File: config.mk
export PLATFORM = sky130hd
export DESIGN_NAME = ddr_rd_burst_seq
export DESIGN_NICKNAME = d
export VERILOG_FILES = /design/src/rtl/ddr_rd_pkg.sv /design/src/rtl/ddr_rd_order.sv /design/src/rtl/ddr_rd_timer.sv /design/src/rtl/ddr_rd_burst_seq.sv
export SDC_FILE = /design/constraint.sdc
export NUM_CORES = 1
export LEC_CHECK = 0
export BUFFER_PORTS_ARGS = -buffer_cell sky130_fd_sc_hd__buf_4
export CORE_MARGIN = 4
export CORE_UTILIZATION = 47
export DETAILED_ROUTE_END_ITERATION = 6
export GPL_TIMING_DRIVEN = 0
export PLACE_DENSITY = 0.75
export SETUP_SLACK_MARGIN = 0.15
export SLEW_MARGIN = 0
export SYNTH_ARGS = -nofsm -noshare
export SYNTH_HDL_FRONTEND = slang
export SYNTH_SLANG_ARGS = --single-unit
export TNS_END_PERCENT = 30
File: constraint.sdc
create_clock -name clk -period 1.9 [get_ports clk]
set_input_delay 0.19 -clock clk [delete_from_list [all_inputs] [get_ports clk]]
set_output_delay 0.19 -clock clk [all_outputs]
set_load 0.005 [all_outputs]
File: src/rtl/ddr_rd_pkg.sv
package ddr_rd_pkg;
  localparam int MAX_BL = 8;
  localparam int BEAT_W = $clog2(MAX_BL);
  localparam int CNT_W  = 4;
  localparam int SLOT_W = CNT_W + 1;
  localparam int LANES  = 2;

  typedef enum logic [1:0] {
    CMD_NOP   = 2'd0,
    CMD_READ  = 2'd1,
    CMD_PRE   = 2'd2,
    CMD_OTHER = 2'd3
  } rd_cmd_e;

  function automatic logic [SLOT_W-1:0] bl_beats(input logic [1:0] sel);
    case (sel)
      2'd0:    bl_beats = SLOT_W'(2);
      2'd1:    bl_beats = SLOT_W'(4);
      default: bl_beats = SLOT_W'(8);
    endcase
  endfunction
endpackage

File: src/rtl/ddr_rd_order.sv
module ddr_rd_order
  import ddr_rd_pkg::*;
(
  input  logic [BEAT_W-1:0] start_low,
  input  logic [BEAT_W-1:0] beat,
  input  logic [BEAT_W-1:0] bl_mask,
  input  logic              ilv,
  output logic [BEAT_W-1:0] col_low
);
  logic [BEAT_W-1:0] step;

  always_comb begin
    if (ilv) step = start_low ^ beat;
    else     step = start_low + beat;
    col_low = (start_low & ~bl_mask) | (step & bl_mask);
  end
endmodule

File: src/rtl/ddr_rd_timer.sv
module ddr_rd_timer
  import ddr_rd_pkg::*;
#(
  parameter int COL_W  = 10,
  parameter int BANK_W = 2
) (
  input  logic                         clk,
  input  logic                         rst,
  input  logic [1:0]                   cmd,
  input  logic [BANK_W-1:0]            bank,
  input  logic [COL_W-1:0]             col,
  input  logic                         ap,
  input  logic [1:0]                   bl_sel,
  input  logic                         ilv,
  input  logic                         cl_half,
  output logic [LANES-1:0]             lane_vld,
  output logic [LANES-1:0]             lane_done,
  output logic [LANES-1:0][BEAT_W-1:0] lane_beat,
  output logic [COL_W-1:0]             start_q,
  output logic [BEAT_W-1:0]            bl_mask,
  output logic                         ilv_q,
  output logic [BANK_W-1:0]            bank_q,
  output logic                         ap_fire,
  output logic                         kill
);
  logic              act_q, ap_q;
  logic [CNT_W-1:0]  m_q;
  logic [SLOT_W-1:0] first_q, bl_q, end_q;
  logic              is_read, pre_hit, last_clk;

  assign is_read  = rd_cmd_e'(cmd) == CMD_READ;
  assign pre_hit  = rd_cmd_e'(cmd) == CMD_PRE && act_q && (ap || bank == bank_q);
  assign kill     = is_read || pre_hit;
  assign end_q    = first_q + bl_q;
  assign last_clk = {m_q, 1'b1} >= end_q;
  assign bl_mask  = BEAT_W'(bl_q - SLOT_W'(1));
  assign ap_fire  = ap_q && (|lane_done);

  for (genvar j = 0; j < LANES; j++) begin : g_lane
    logic [SLOT_W-1:0] slot;
    assign slot         = {m_q, 1'b0} + SLOT_W'(j);
    assign lane_vld[j]  = act_q && slot >= first_q && slot < end_q;
    assign lane_done[j] = act_q && slot == end_q;
    assign lane_beat[j] = BEAT_W'(slot - first_q);
  end

  always_ff @(posedge clk) begin
    if (rst) begin
      act_q   <= 1'b0;
      m_q     <= '0;
      first_q <= '0;
      bl_q    <= SLOT_W'(2);
      start_q <= '0;
      ilv_q   <= 1'b0;
      bank_q  <= '0;
      ap_q    <= 1'b0;
    end else if (is_read) begin
      act_q   <= 1'b1;
      m_q     <= CNT_W'(1);
      first_q <= SLOT_W'(4) + SLOT_W'(cl_half);
      bl_q    <= bl_beats(bl_sel);
      start_q <= col;
      ilv_q   <= ilv;
      bank_q  <= bank;
      ap_q    <= ap;
    end else if (pre_hit) begin
      act_q <= 1'b0;
    end else if (act_q) begin
      m_q <= m_q + CNT_W'(1);
      if (last_clk) act_q <= 1'b0;
    end
  end

  assert_slot_bound_R7: assert property (@(posedge clk) disable iff (rst)
    act_q |-> m_q <= CNT_W'(7));
  assert_one_done_lane_R7: assert property (@(posedge clk) disable iff (rst)
    $onehot0(lane_done));
endmodule

File: src/rtl/ddr_rd_burst_seq.sv
module ddr_rd_burst_seq
  import ddr_rd_pkg::*;
#(
  parameter int COL_W  = 10,
  parameter int BANK_W = 2
) (
  input  logic              clk,
  input  logic              rst,
  input  logic [1:0]        cmd_i,
  input  logic [BANK_W-1:0] cmd_bank_i,
  input  logic [COL_W-1:0]  cmd_col_i,
  input  logic              cmd_ap_i,
  input  logic [1:0]        cfg_bl_i,
  input  logic              cfg_ilv_i,
  input  logic              cfg_cl_half_i,
  output logic [COL_W-1:0]  col_rise_o,
  output logic              vld_rise_o,
  output logic              done_rise_o,
  output logic [COL_W-1:0]  col_fall_o,
  output logic              vld_fall_o,
  output logic              done_fall_o,
  output logic              ap_req_o,
  output logic [BANK_W-1:0] ap_bank_o
);
  logic [LANES-1:0]             lane_vld, lane_done;
  logic [LANES-1:0][BEAT_W-1:0] lane_beat, lane_low;
  logic [LANES-1:0][COL_W-1:0]  lane_col;
  logic [COL_W-1:0]             start_q;
  logic [BEAT_W-1:0]            bl_mask;
  logic                         ilv_q, ap_fire, kill;
  logic [BANK_W-1:0]            bank_q;

  ddr_rd_timer #(.COL_W(COL_W), .BANK_W(BANK_W)) timer_i (
    .clk(clk), .rst(rst), .cmd(cmd_i), .bank(cmd_bank_i), .col(cmd_col_i),
    .ap(cmd_ap_i), .bl_sel(cfg_bl_i), .ilv(cfg_ilv_i), .cl_half(cfg_cl_half_i),
    .lane_vld(lane_vld), .lane_done(lane_done), .lane_beat(lane_beat),
    .start_q(start_q), .bl_mask(bl_mask), .ilv_q(ilv_q), .bank_q(bank_q),
    .ap_fire(ap_fire), .kill(kill)
  );

  for (genvar j = 0; j < LANES; j++) begin : g_order
    ddr_rd_order order_i (
      .start_low(start_q[BEAT_W-1:0]), .beat(lane_beat[j]),
      .bl_mask(bl_mask), .ilv(ilv_q), .col_low(lane_low[j])
    );
    assign lane_col[j] = {start_q[COL_W-1:BEAT_W], lane_low[j]};
  end

  always_ff @(posedge clk) begin
    if (rst || kill) begin
      col_rise_o  <= '0;
      col_fall_o  <= '0;
      vld_rise_o  <= 1'b0;
      vld_fall_o  <= 1'b0;
      done_rise_o <= 1'b0;
      done_fall_o <= 1'b0;
      ap_req_o    <= 1'b0;
      ap_bank_o   <= '0;
    end else begin
      col_rise_o  <= lane_col[0];
      col_fall_o  <= lane_col[1];
      vld_rise_o  <= lane_vld[0];
      vld_fall_o  <= lane_vld[1];
      done_rise_o <= lane_done[0];
      done_fall_o <= lane_done[1];
      ap_req_o    <= ap_fire;
      ap_bank_o   <= bank_q;
    end
  end

  assert_done_closes_R7: assert property (@(posedge clk) disable iff (rst)
    (done_rise_o || done_fall_o) |=> !(vld_rise_o || vld_fall_o));
  assert_cut_blank_R8: assert property (@(posedge clk) disable iff (rst)
    kill |=> !(vld_rise_o || vld_fall_o || done_rise_o || done_fall_o || ap_req_o));
  assert_ap_with_done_R10: assert property (@(posedge clk) disable iff (rst)
    ap_req_o |-> (done_rise_o || done_fall_o));
  assert_done_after_beat_R7: assert property (@(posedge clk) disable iff (rst)
    done_fall_o |-> vld_rise_o);
endmodule

==> flow_metrics.py, run 1 <==
metrics = {
    "run_status": {
        "outcome": "finished clean",
    },
    "global_route": {
        "grt_pass1_vias": 1555,
        "grt_start_max_net_pins": 15,
        "grt_util_all_layers_pct": 17.9,
        "first_pass_grt_wire_length_mm": 7.33,
        "antenna_found_initial": 0,
        "grt_overflow": 0,
    },
    "logic_synthesis": {
        "ys_seq_area_share_pct": 43.7,
        "netlist.area_leader.share_pct": 43.7,
        "mappedNetlistNets": 258,
        "synthAdderAreaFrac_pct": 11.9,
        "async_flop_share_pct": 0,
        "largest_family_of_logic_cells_by_synthesized_area": "simple AND/OR/NAND/NOR gates",
        "synth_cell_types": 41,
        "synth.avg_cell_area_sq_um": 9.20,
        "synthMostInstantiatedCell": "dfxtp_1",
        "yosys-top-cells-area": "dfxtp_1, ha_1, nand2_1",
        "synthXorXnorAreaFrac_pct": 2.61,
        "synth-compound-area-share_pct": 16.0,
        "ys_top_cells_by_count": "dfxtp_1, nand2_1, a21oi_1",
        "post-synth-top-area-cell": "dfxtp_1",
        "ys.flop_type": "dfxtp_1",
        "post_synth_mux_area_share_pct": 1.99,
        "syn_area_sq_um": 2020,
        "synth.ff_latch_count": 44,
        "synth-edff-count": 0,
        "synth_simple_gate_area_share_pct": 17.9,
        "ys_warn_count": 0,
        "gate_count_post_synth": 219,
    },
    "floorplan": {
        "die_width_microns": 73.5,
        "site_row_count": 23,
        "initial_utilization_pct": 49.3,
        "placeableCoreArea_sq_um": 4090,
        "floorplan.die_area_sq_um": 5400,
        "die_height_microns": 73.5,
        "io_pins": 48,
    },
    "worst_setup_path": {
        "critical_path_start_end_classification": "reg -> reg",
        "timing.critical_path.fanout_max": 2,
        "rr_startpoint": "timer_i.bl_q[2]",
        "worst_path_largest_cell_delay_ps": 340,
        "critical_path.most_common_cell": "ha_4",
        "startpoint_type": "flop",
        "cp.required_ps": 2060,
        "worst_r2r_endpoint": "vld_rise_o",
        "worst_setup_path_startpoint": "timer_i.bl_q[2]",
        "timing.critical_path.to_type": "flop",
        "critical-path-slowest-cell": "dfxtp_2",
        "worst_ep_arrival_time_ps": 1950,
        "critPathCapture": "vld_rise_o",
        "reg2reg_slack_ps": 110,
        "r2r.worst_path.cells": 8,
        "cp_cell_instances": "ha_4 > ha_4 > inv_2 > ha_4 > nand4_1 > buf_4 > o221ai_1 > nor3_1",
    },
    "clock_tree": {
        "worst_setup_hold_path_clk_slew_ps": 80,
        "cts_hold_buffers": 0,
        "cts_max_level": 2,
        "tritoncts": "yes",
        "cts_made_buffers": 5,
        "cts.sink_count": 44,
        "clock_latency_ps": 300,
        "buffers_from_clock_root_to_sink_at_most": 2,
        "cts_root_buf": "clkbuf_8",
    },
    "sta": {
        "clock_skew_ps": 3.54,
        "finalSetupTns_ps": 0,
        "rsz0062_at_grt": "true",
        "final-max-slew-violation-count": 0,
        "finalSetupViolCount": 0,
        "worst_slew_pin_slew_ps": 593,
        "final_min_period_over_clock_period_pct": 94.0,
        "final_hold_viol_count": 0,
        "maxClockFrequency_mhz": 560,
        "timing.final.crit_period_ps": 1790,
        "slew-limit-headroom_pct": 60.5,
    },
    "route": {
        "drt_drc_violations_left": 0,
        "routedWlPerCell_microns": 13.7,
        "firstDrtPassIters": 4,
        "ant_nets": 0,
        "avgViaCountPerCell": 5.17,
        "drt_iter0_drc": 90,
        "vias": 1727,
        "postRouteWirelength_mm": 4.57,
    },
    "final_layout": {
        "layout.cells.non_filler": 334,
        "drive_above_1_share_pct": 34.5,
        "finalCoreUtilization_pct": 66.5,
        "syn2layout_area_growth_pct": 34.8,
        "antenna_cells_inserted": 0,
        "finish.instance_area_sq_um": 2720,
        "fin_nets": 322,
    },
    "pwr": {
        "vdd.ir_drop.worst_mv": 0.344,
        "internal_power_mw": 1.37,
        "p_sw_share_pct": 27.0,
        "combinationalPowerShare_pct": 17.2,
        "clockPowerShare_pct": 30.3,
        "power.density_cell_area_nw_per_um2": 692,
        "p_total_mw": 1.88,
        "p_switching_mw": 0.508,
        "power.static_leakage_nw": 1.17,
        "seqPwrFrac_pct": 52.5,
    },
    "placed_design": {
        "place_area_sq_um": 2440,
        "placed_cells": 315,
        "io_buffers": 46,
        "last_weighted_congestion_value_of_the_routability_driven_placer": 0.876,
        "hpwlAfterDp_mm": 3.11,
    },
    "hold_path": {
        "hp-class": "in -> reg",
    },
    "job": {
        "max_cap_viol_count": 0,
    },
}
[stage by stage]
| step | hold slack, ps | setup WS [ps] |
|---|---|---|
| after floorplan | 318 | 119 |
| final | 128 | 114 |
| after global placement | 436 | -3.80 |
| after detailed placement | 442 | -9.44 |
| after CTS | 129 | 97.8 |
| after global routing | 128 | 61.3 |
[repair_timing]
action | 4_1_cts | 5_1_grt
pin swaps | 10 | 4
resized for setup | 17 | 5
setup buffers | 7 | 4
cloned | 0 | 0
endpoints found under the setup margin | 7 | 8
[registers in the layout, summed over array words and instances, names as in the netlist, 2 cells and up]
signal / cells
timer_i.bl_q: 3
col_fall_o: 3
timer_i.m_q: 4
ap_bank_o: 2
timer_i.start_q: 10
timer_i.bank_q: 2
timer_i.first_q: 2
col_rise_o: 10
[how the worst min path moves through the flow]
stage,start,end,slack (ps),cells past startpoint
after CTS,cmd_col_i[9],timer_i.start_q[9],130,3
after global routing,cmd_col_i[4],timer_i.start_q[4],130,3
after global placement,timer_i.start_q[9],col_rise_o[9],440,1
after floorplan,cfg_cl_half_i,timer_i.first_q[0],320,2
after detailed placement,timer_i.start_q[5],col_rise_o[5],440,1
final,cfg_cl_half_i,timer_i.first_q[0],130,3
[layout by cell type, fill, tap and decap left out, drive strengths merged]
cell type,Yosys,final
a2111oi,1,1
a211o,1,1
a211oi,4,4
a21oi,23,23
a31oi,3,3
and2,13,13
and2b,1,1
buf,10,67
clkbuf,4,9
clkinv,0,3
dfxtp,44,44
fa,2,2
ha,16,16
inv,10,10
mux2i,4,4
nand2,39,39
nand2b,4,4
nand3,1,1
nand3b,1,1
nand4,1,1
nor2,6,6
nor2b,2,2
nor3,2,2
nor4,2,2
o2111ai,1,1
o211ai,2,2
o21ai,4,4
o21ba,1,1
o21bai,2,2
o221ai,1,1
o311ai,1,1
o31a,1,1
o31ai,1,1
o32ai,1,1
or3,4,4
xnor2,3,3
xor2,3,3
[power groups by stage]
stage | combinational (mW) | clock [mW] | sequential (mW)
floorplan | 0.167 | 0 | 1.01
global placement | 0.265 | 0 | 1.01
detailed placement | 0.270 | 0 | 1.01
CTS | 0.304 | 0.583 | 0.988
global route | 0.358 | 0.624 | 0.993
finish | 0.324 | 0.569 | 0.988
[final cells by class]
cell class / instances / area [sq um]
Fill cell: 350 / 1370
Multi-Input combinational cell: 151 / 1120
Sequential cell: 44 / 891
Timing Repair Buffer: 57 / 432
Buffer: 14 / 81.3
Clock buffer: 5 / 68.8
Tap cell: 50 / 62.6
Inverter: 10 / 42.5
Clock inverter: 3 / 18.8
[worst max-delay path: cells and delay by family (launching register included)]
| family | cells | cell delay, ps |
|---|---|---|
| buffers and inverters | 2 | 240 |
| AND/OR/NAND/NOR | 2 | 240 |
| flip-flops | 1 | 340 |
| adder cells (fa/ha/maj) | 3 | 660 |
| AO/OA/AOI/OAI | 1 | 160 |
[cells by family (layout without fill, tap and decap cells)]
logic type	Yosys count	in the layout
fa+ha+maj	18	18
buf+inv	24	89
xor+xnor	6	6
simple gates	76	76
compound gates	47	47
flops	44	44
mux	4	4
[metal layers]
metal  vias up  global-route usage [%]  wire length [microns]
met1       807                    22.1                   1940
met5         -                       0                      0
li1        867                       -                      -
met3         9                    3.83                    260
met4         0                    6.64                     80
met2        44                    30.5                   2290
Power figures use the tool's default switching activity.
==> inputs of run 2 (changes only) <==
--- a/config.mk
+++ b/config.mk
@@ -7,10 +7,11 @@
 export LEC_CHECK = 0
 export BUFFER_PORTS_ARGS = -buffer_cell sky130_fd_sc_hd__buf_4
 export CORE_MARGIN = 4
-export CORE_UTILIZATION = 47
+export CORE_UTILIZATION = 50
+export CTS_BUF_LIST = sky130_fd_sc_hd__clkbuf_2
 export DETAILED_ROUTE_END_ITERATION = 6
 export GPL_TIMING_DRIVEN = 0
-export PLACE_DENSITY = 0.75
+export PLACE_DENSITY = 0.84
 export SETUP_SLACK_MARGIN = 0.15
 export SLEW_MARGIN = 0
 export SYNTH_ARGS = -nofsm -noshare
==> constraint.sdc (replaced) <==
create_clock -name clk -period 1.6 [get_ports clk]
set_input_delay 0.16 -clock clk [delete_from_list [all_inputs] [get_ports clk]]
set_output_delay 0.16 -clock clk [all_outputs]
set_load 0.005 [all_outputs]
==> run 2 against run 1 <==
Against the previous run:
- the run now ends with setup timing left
- global-route usage is 3.5 points higher
- sequential power is 19% higher
- die area is 5.4% lower
- critical path depth is 1 lower
- worst hold slack better by 1.3 ps
- via count is 4.7% higher
- power is 20% higher
- utilization is 10 points higher
- largest cell class unchanged
==> flow_metrics.py, run 2 (synthesized netlist as in run 1, its figures left out) <==
metrics = {
    "worst_setup_path": {
        "reg2reg_slack_ps": -250,
        "worst_path_largest_cell_delay_ps": 430,
        "cp_cell_instances": "inv_6 > ha_4 > fa_2 > nor2b_4 > xnor2_2 > or3_4 > a21oi_2",
        "timing.critical_path.to_type": "flop",
        "r2r.worst_path.cells": 7,
        "critical_path_start_end_classification": "reg -> reg",
        "worst_ep_arrival_time_ps": 2230,
        "cp.required_ps": 1970,
        "rr_startpoint": "timer_i.first_q[0]",
        "critical-path-slowest-cell": "dfxtp_4",
        "timing.critical_path.fanout_max": 3,
        "startpoint_type": "flop",
        "worst_r2r_endpoint": "col_rise_o[2]",
    },
    "route": {
        "vias": 1808,
        "drt_drc_violations_left": 0,
        "ant_nets": 0,
        "postRouteWirelength_mm": 5.26,
        "firstDrtPassIters": 4,
        "routedWlPerCell_microns": 15.3,
        "avgViaCountPerCell": 5.26,
        "drt_iter0_drc": 109,
    },
    "sta": {
        "finalSetupTns_ps": -1210,
        "finalHoldWorstSlack_ps": 129,
        "worst_slew_pin_slew_ps": 533,
        "final_hold_viol_count": 0,
        "slew-limit-headroom_pct": 64.5,
        "timing.final.crit_period_ps": 1850,
        "final.setup.worst_slack_ps": -252,
        "finalSetupViolCount": 9,
        "maxClockFrequency_mhz": 540,
        "clock_skew_ps": 13.2,
        "rsz0062_at_grt": "true",
        "final-max-slew-violation-count": 0,
        "final_min_period_over_clock_period_pct": 116,
    },
    "clock_tree": {
        "cts_max_level": 2,
        "cts.sink_count": 44,
        "cts_made_buffers": 5,
        "buffers_from_clock_root_to_sink_at_most": 2,
        "tritoncts": "yes",
        "worst_setup_hold_path_clk_slew_ps": 240,
        "clock_latency_ps": 420,
        "cts_root_buf": "clkbuf_2",
    },
    "floorplan": {
        "die_width_microns": 71.5,
        "initial_utilization_pct": 53.5,
        "site_row_count": 22,
        "floorplan.die_area_sq_um": 5110,
        "placeableCoreArea_sq_um": 3770,
        "die_height_microns": 71.5,
        "io_pins": 48,
    },
    "final_layout": {
        "layout_commonest_cell": "buf_4",
        "ff_latch_area_sq_um": 897,
        "fin_nets": 334,
        "multiInputGateArea_sq_um": 1180,
        "syn2layout_area_growth_pct": 43.5,
        "reg.largest.list": "col_rise_o x10, timer_i.start_q x10, timer_i.m_q x4",
        "antenna_cells_inserted": 0,
        "most-common-layout-cells": "buf_4, nand2_1, dfxtp_1",
        "drive_above_1_share_pct": 34.5,
        "fillCellCount": 243,
        "finalCoreUtilization_pct": 76.7,
    },
    "global_route": {
        "antenna_found_initial": 0,
        "grt_overflow": 0,
        "grt_pass1_vias": 1788,
        "grt_start_max_net_pins": 16,
        "grt_util_all_layers_pct": 21.4,
        "first_pass_grt_wire_length_mm": 8.53,
    },
    "pwr": {
        "power.density_cell_area_nw_per_um2": 783,
        "internal_power_mw": 1.62,
        "p_sw_share_pct": 28.3,
        "power.static_leakage_nw": 1.21,
        "clockPowerShare_pct": 29.1,
        "seqPwrFrac_pct": 52.1,
        "vdd.ir_drop.worst_mv": 0.705,
        "p_switching_mw": 0.640,
        "combinationalPowerShare_pct": 18.8,
    },
    "hold_path": {
        "hp-class": "in -> reg",
        "min_from": "rst",
        "hold-path-endpoint": "timer_i.bl_q[1]",
        "worst_hold_path.num_cells": 2,
    },
    "placed_design": {
        "io_buffers": 46,
        "last_weighted_congestion_value_of_the_routability_driven_placer": 0.821,
        "hpwlAfterDp_mm": 3.35,
    },
    "run_status": {
        "outcome": "finished, violations left",
        "violations": "setup timing",
    },
    "job": {
        "max_cap_viol_count": 0,
    },
}
-- run 2: worst max path at each step --
stage,from,endpoint
floorplan,timer_i.first_q[0],col_rise_o[2]
detailed placement,timer_i.m_q[0],col_rise_o[2]
global placement,timer_i.m_q[0],col_rise_o[2]
global route,timer_i.m_q[1],col_rise_o[2]
CTS,timer_i.first_q[2],done_fall_o
finish,timer_i.first_q[0],col_rise_o[2]
-- run 2: area by class of cell --
| class | count | share of cell area, % |
|---|---|---|
| inverters | 10 | 1.56 |
| well taps | 48 | 2.08 |
| multi-input cells | 151 | 40.7 |
| clock inverters | 3 | 1.60 |
| plain buffers | 14 | 2.81 |
| clock buffers | 5 | 0.865 |
| flip-flops and latches | 44 | 31.0 |
| repair buffers | 69 | 19.4 |
-- run 2: through the flow --
step                      setup slack [ps]  instances  power (mW)  instance area (sq um)
after global placement                -190        313        1.52                   2500
final                                 -252        344        2.26                   2890
after detailed placement              -241        313        1.53                   2500
after CTS                             -208        344        2.25                   2840
after floorplan                      -96.8        219        1.40                   2090
after global routing                  -328        344        2.37                   2890
-- run 2: power groups by stage --
stage / Combinational, mW / Clock, mW / Sequential, mW
after floorplan: 0.203 / 0 / 1.20
after CTS: 0.401 / 0.666 / 1.18
after global routing: 0.468 / 0.715 / 1.19
final: 0.425 / 0.659 / 1.18
after global placement: 0.319 / 0 / 1.20
after detailed placement: 0.328 / 0 / 1.21
-- run 2: routing by layer --
metal | wire length, microns | track usage (%)
met4 | 103 | 6.89
met3 | 368 | 5.19
met1 | 2060 | 25.7
met2 | 2730 | 37.4
met5 | 0 | 0
-- run 2: critical path: cells and delay by family (launching register included) --
| family | cells | cell delay (ps) |
|---|---|---|
| xor gates and xnor gates | 1 | 140 |
| AOI/OAI and AO/OA | 1 | 120 |
| adders and majority gates | 2 | 590 |
| buffers and inverters | 1 | 40 |
| and+or+nand+nor | 2 | 480 |
| DFF | 1 | 430 |
-- run 2: what timing repair did --
action,in CTS,in global routing
hold endpoints to repair,17,0
pin swaps,10,3
endpoints found under the setup margin,22,21
hold buffers,17,0
buffers inserted,6,0
resized for setup,11,11
==> inputs of run 3 (changes only) <==
--- a/config.mk
+++ b/config.mk
@@ -6,12 +6,13 @@
 export NUM_CORES = 1
 export LEC_CHECK = 0
 export BUFFER_PORTS_ARGS = -buffer_cell sky130_fd_sc_hd__buf_4
-export CORE_MARGIN = 4
+export CORE_MARGIN = 2
 export CORE_UTILIZATION = 50
 export CTS_BUF_LIST = sky130_fd_sc_hd__clkbuf_2
 export DETAILED_ROUTE_END_ITERATION = 6
 export GPL_TIMING_DRIVEN = 0
 export PLACE_DENSITY = 0.84
+export RECOVER_POWER = 50
 export SETUP_SLACK_MARGIN = 0.15
 export SLEW_MARGIN = 0
 export SYNTH_ARGS = -nofsm -noshare
==> run 3 against run 2 <==
Against the previous run:
- the flow still finishes with violations (setup timing)
- die area shrank 11%
- count of clock-buffer cells in the layout grew 1
- critical path depth is the same
- routed wire length decreased by 1.3%
- clock power decreased by 28%
- combinational power shrank 1%
- sequential power hardly changed
- via count rose by 3.4%
- final cell count up 0.29%
- sequential share of layout area rose by 0.52 points
- clock skew is 14 ps higher
- setup slack improved by 32 ps
- largest power group unchanged
- highest routed layer unchanged
==> flow_metrics.py, run 3 (synthesized netlist as in run 1, its figures left out) <==
metrics = {
    "pwr": {
        "power.static_leakage_nw": 1.20,
        "combinationalPowerShare_pct": 20.3,
        "internal_power_mw": 1.46,
        "vdd.ir_drop.worst_mv": 0.387,
        "p_switching_mw": 0.616,
        "p_sw_share_pct": 29.7,
        "power.density_cell_area_nw_per_um2": 733,
        "seqPwrFrac_pct": 56.9,
        "clockPowerShare_pct": 22.8,
        "p_total_mw": 2.07,
    },
    "worst_setup_path": {
        "critical-path-slowest-cell": "dfxtp_4",
        "cp_cell_instances": "inv_4 > ha_4 > fa_2 > nor2b_4 > xnor2_1 > or3_1 > a21oi_1",
        "worst_path_largest_cell_delay_ps": 420,
        "timing.critical_path.fanout_max": 5,
        "timing.critical_path.to_type": "flop",
        "cp.required_ps": 1950,
        "worst_ep_arrival_time_ps": 2170,
        "startpoint_type": "flop",
        "critical_path_start_end_classification": "reg -> reg",
    },
    "sta": {
        "final.setup.worst_slack_ps": -220,
        "final_min_period_over_clock_period_pct": 114,
        "worst_slew_pin_slew_ps": 539,
        "slew-limit-headroom_pct": 64.1,
        "final_hold_viol_count": 0,
        "finalSetupTns_ps": -1250,
        "maxClockFrequency_mhz": 549,
        "finalHoldWorstSlack_ps": 137,
        "clock_skew_ps": 27.6,
        "final-max-slew-violation-count": 0,
        "timing.final.crit_period_ps": 1820,
        "rsz0062_at_grt": "true",
        "finalSetupViolCount": 9,
    },
    "clock_tree": {
        "cts_max_level": 2,
        "clock_latency_ps": 430,
        "worst_setup_hold_path_clk_slew_ps": 230,
        "cts.sink_count": 44,
        "cts_root_buf": "clkbuf_2",
        "tritoncts": "yes",
        "cts_made_buffers": 5,
        "buffers_from_clock_root_to_sink_at_most": 2,
    },
    "route": {
        "ant_nets": 0,
        "drt_drc_violations_left": 0,
        "vias": 1870,
        "firstDrtPassIters": 4,
        "drt_iter0_drc": 102,
        "postRouteWirelength_mm": 5.19,
        "avgViaCountPerCell": 5.42,
        "routedWlPerCell_microns": 15.0,
    },
    "placed_design": {
        "last_weighted_congestion_value_of_the_routability_driven_placer": 0.834,
        "placed_cells": 315,
        "place_area_sq_um": 2500,
        "hpwlAfterDp_mm": 3.31,
        "detailedPlace.worstSlack_ps": -198,
        "io_buffers": 46,
    },
    "floorplan": {
        "die_width_microns": 67.5,
        "io_pins": 48,
        "placeableCoreArea_sq_um": 3940,
        "site_row_count": 23,
        "initial_utilization_pct": 51.1,
        "die_height_microns": 67.5,
        "floorplan.die_area_sq_um": 4560,
    },
    "global_route": {
        "grt_start_max_net_pins": 14,
        "antenna_found_initial": 0,
        "grt_pass1_vias": 1727,
        "grt_overflow": 0,
        "grt_util_all_layers_pct": 22.8,
        "first_pass_grt_wire_length_mm": 7.58,
    },
    "final_layout": {
        "antenna_cells_inserted": 0,
        "drive_above_1_share_pct": 31.9,
        "reg.largest.list": "col_rise_o x10, timer_i.start_q x10, timer_i.m_q x4",
        "fin_nets": 333,
        "most-common-layout-cells": "buf_4, nand2_1, dfxtp_1",
        "finalCoreUtilization_pct": 71.8,
        "syn2layout_area_growth_pct": 40.3,
        "layout_commonest_cell": "buf_4",
        "layout.cells.non_filler": 345,
        "finish.instance_area_sq_um": 2830,
    },
    "hold_path": {
        "hp-class": "in -> reg",
    },
    "run_status": {
        "violations": "setup timing",
        "outcome": "finished, violations left",
    },
    "job": {
        "max_cap_viol_count": 0,
    },
}
-- run 3: timing repair --
item,in CTS,in global routing
buffers inserted,5,0
endpoints found under the hold margin,17,0
hold buffers,17,0
gates resized for setup,3,10
pin swaps,6,4
setup endpoints to repair,21,22
-- run 3: path summary, 6_finish.rpt --
check | depth (start not counted) | slack (ps) | startpoint | endpoint
max | 7 | -220 | timer_i.first_q[0] | col_rise_o[2]
min | 2 | 140 | rst | timer_i.bl_q[1]
max reg2reg | 7 | -220 | timer_i.first_q[0] | col_rise_o[2]
min reg2reg | 2 | 460 | timer_i.start_q[7] | timer_i.start_q[7]
-- run 3: layout make-up --
cell class,instances,area [sq um]
clock buffer,6,30.0
sequential,44,892
fill,284,1110
timing repair buffer,68,553
buffer,14,81.3
multi-input combinational,151,1160
inverter,10,42.5
clock inverter,2,11.3
tap,50,62.6
-- run 3: critical path: cells and delay by family, from the launching register on --
| family | cells | cell delay (ps) |
|---|---|---|
| buf+inv | 1 | 50 |
| simple gates | 2 | 430 |
| flops | 1 | 420 |
| compound gates | 1 | 120 |
| fa+ha+maj | 2 | 570 |
| xor+xnor | 1 | 140 |
-- run 3: power groups by stage --
stage | Combinational (mW) | Clock, mW | Sequential, mW
global route | 0.458 | 0.520 | 1.19
floorplan | 0.203 | 0 | 1.20
detailed placement | 0.328 | 0 | 1.21
finish | 0.420 | 0.474 | 1.18
global placement | 0.316 | 0 | 1.20
CTS | 0.391 | 0.473 | 1.18
-- run 3: layer usage --
layer | vias to the layer above | global-route usage, % | part of all wire, %
li1 | 884 | - | -
met1 | 883 | 25.6 | 38
met2 | 84 | 40.8 | 52
met3 | 19 | 5.00 | 7.2
met4 | 0 | 10.5 | 2.9
met5 | - | 0 | 0
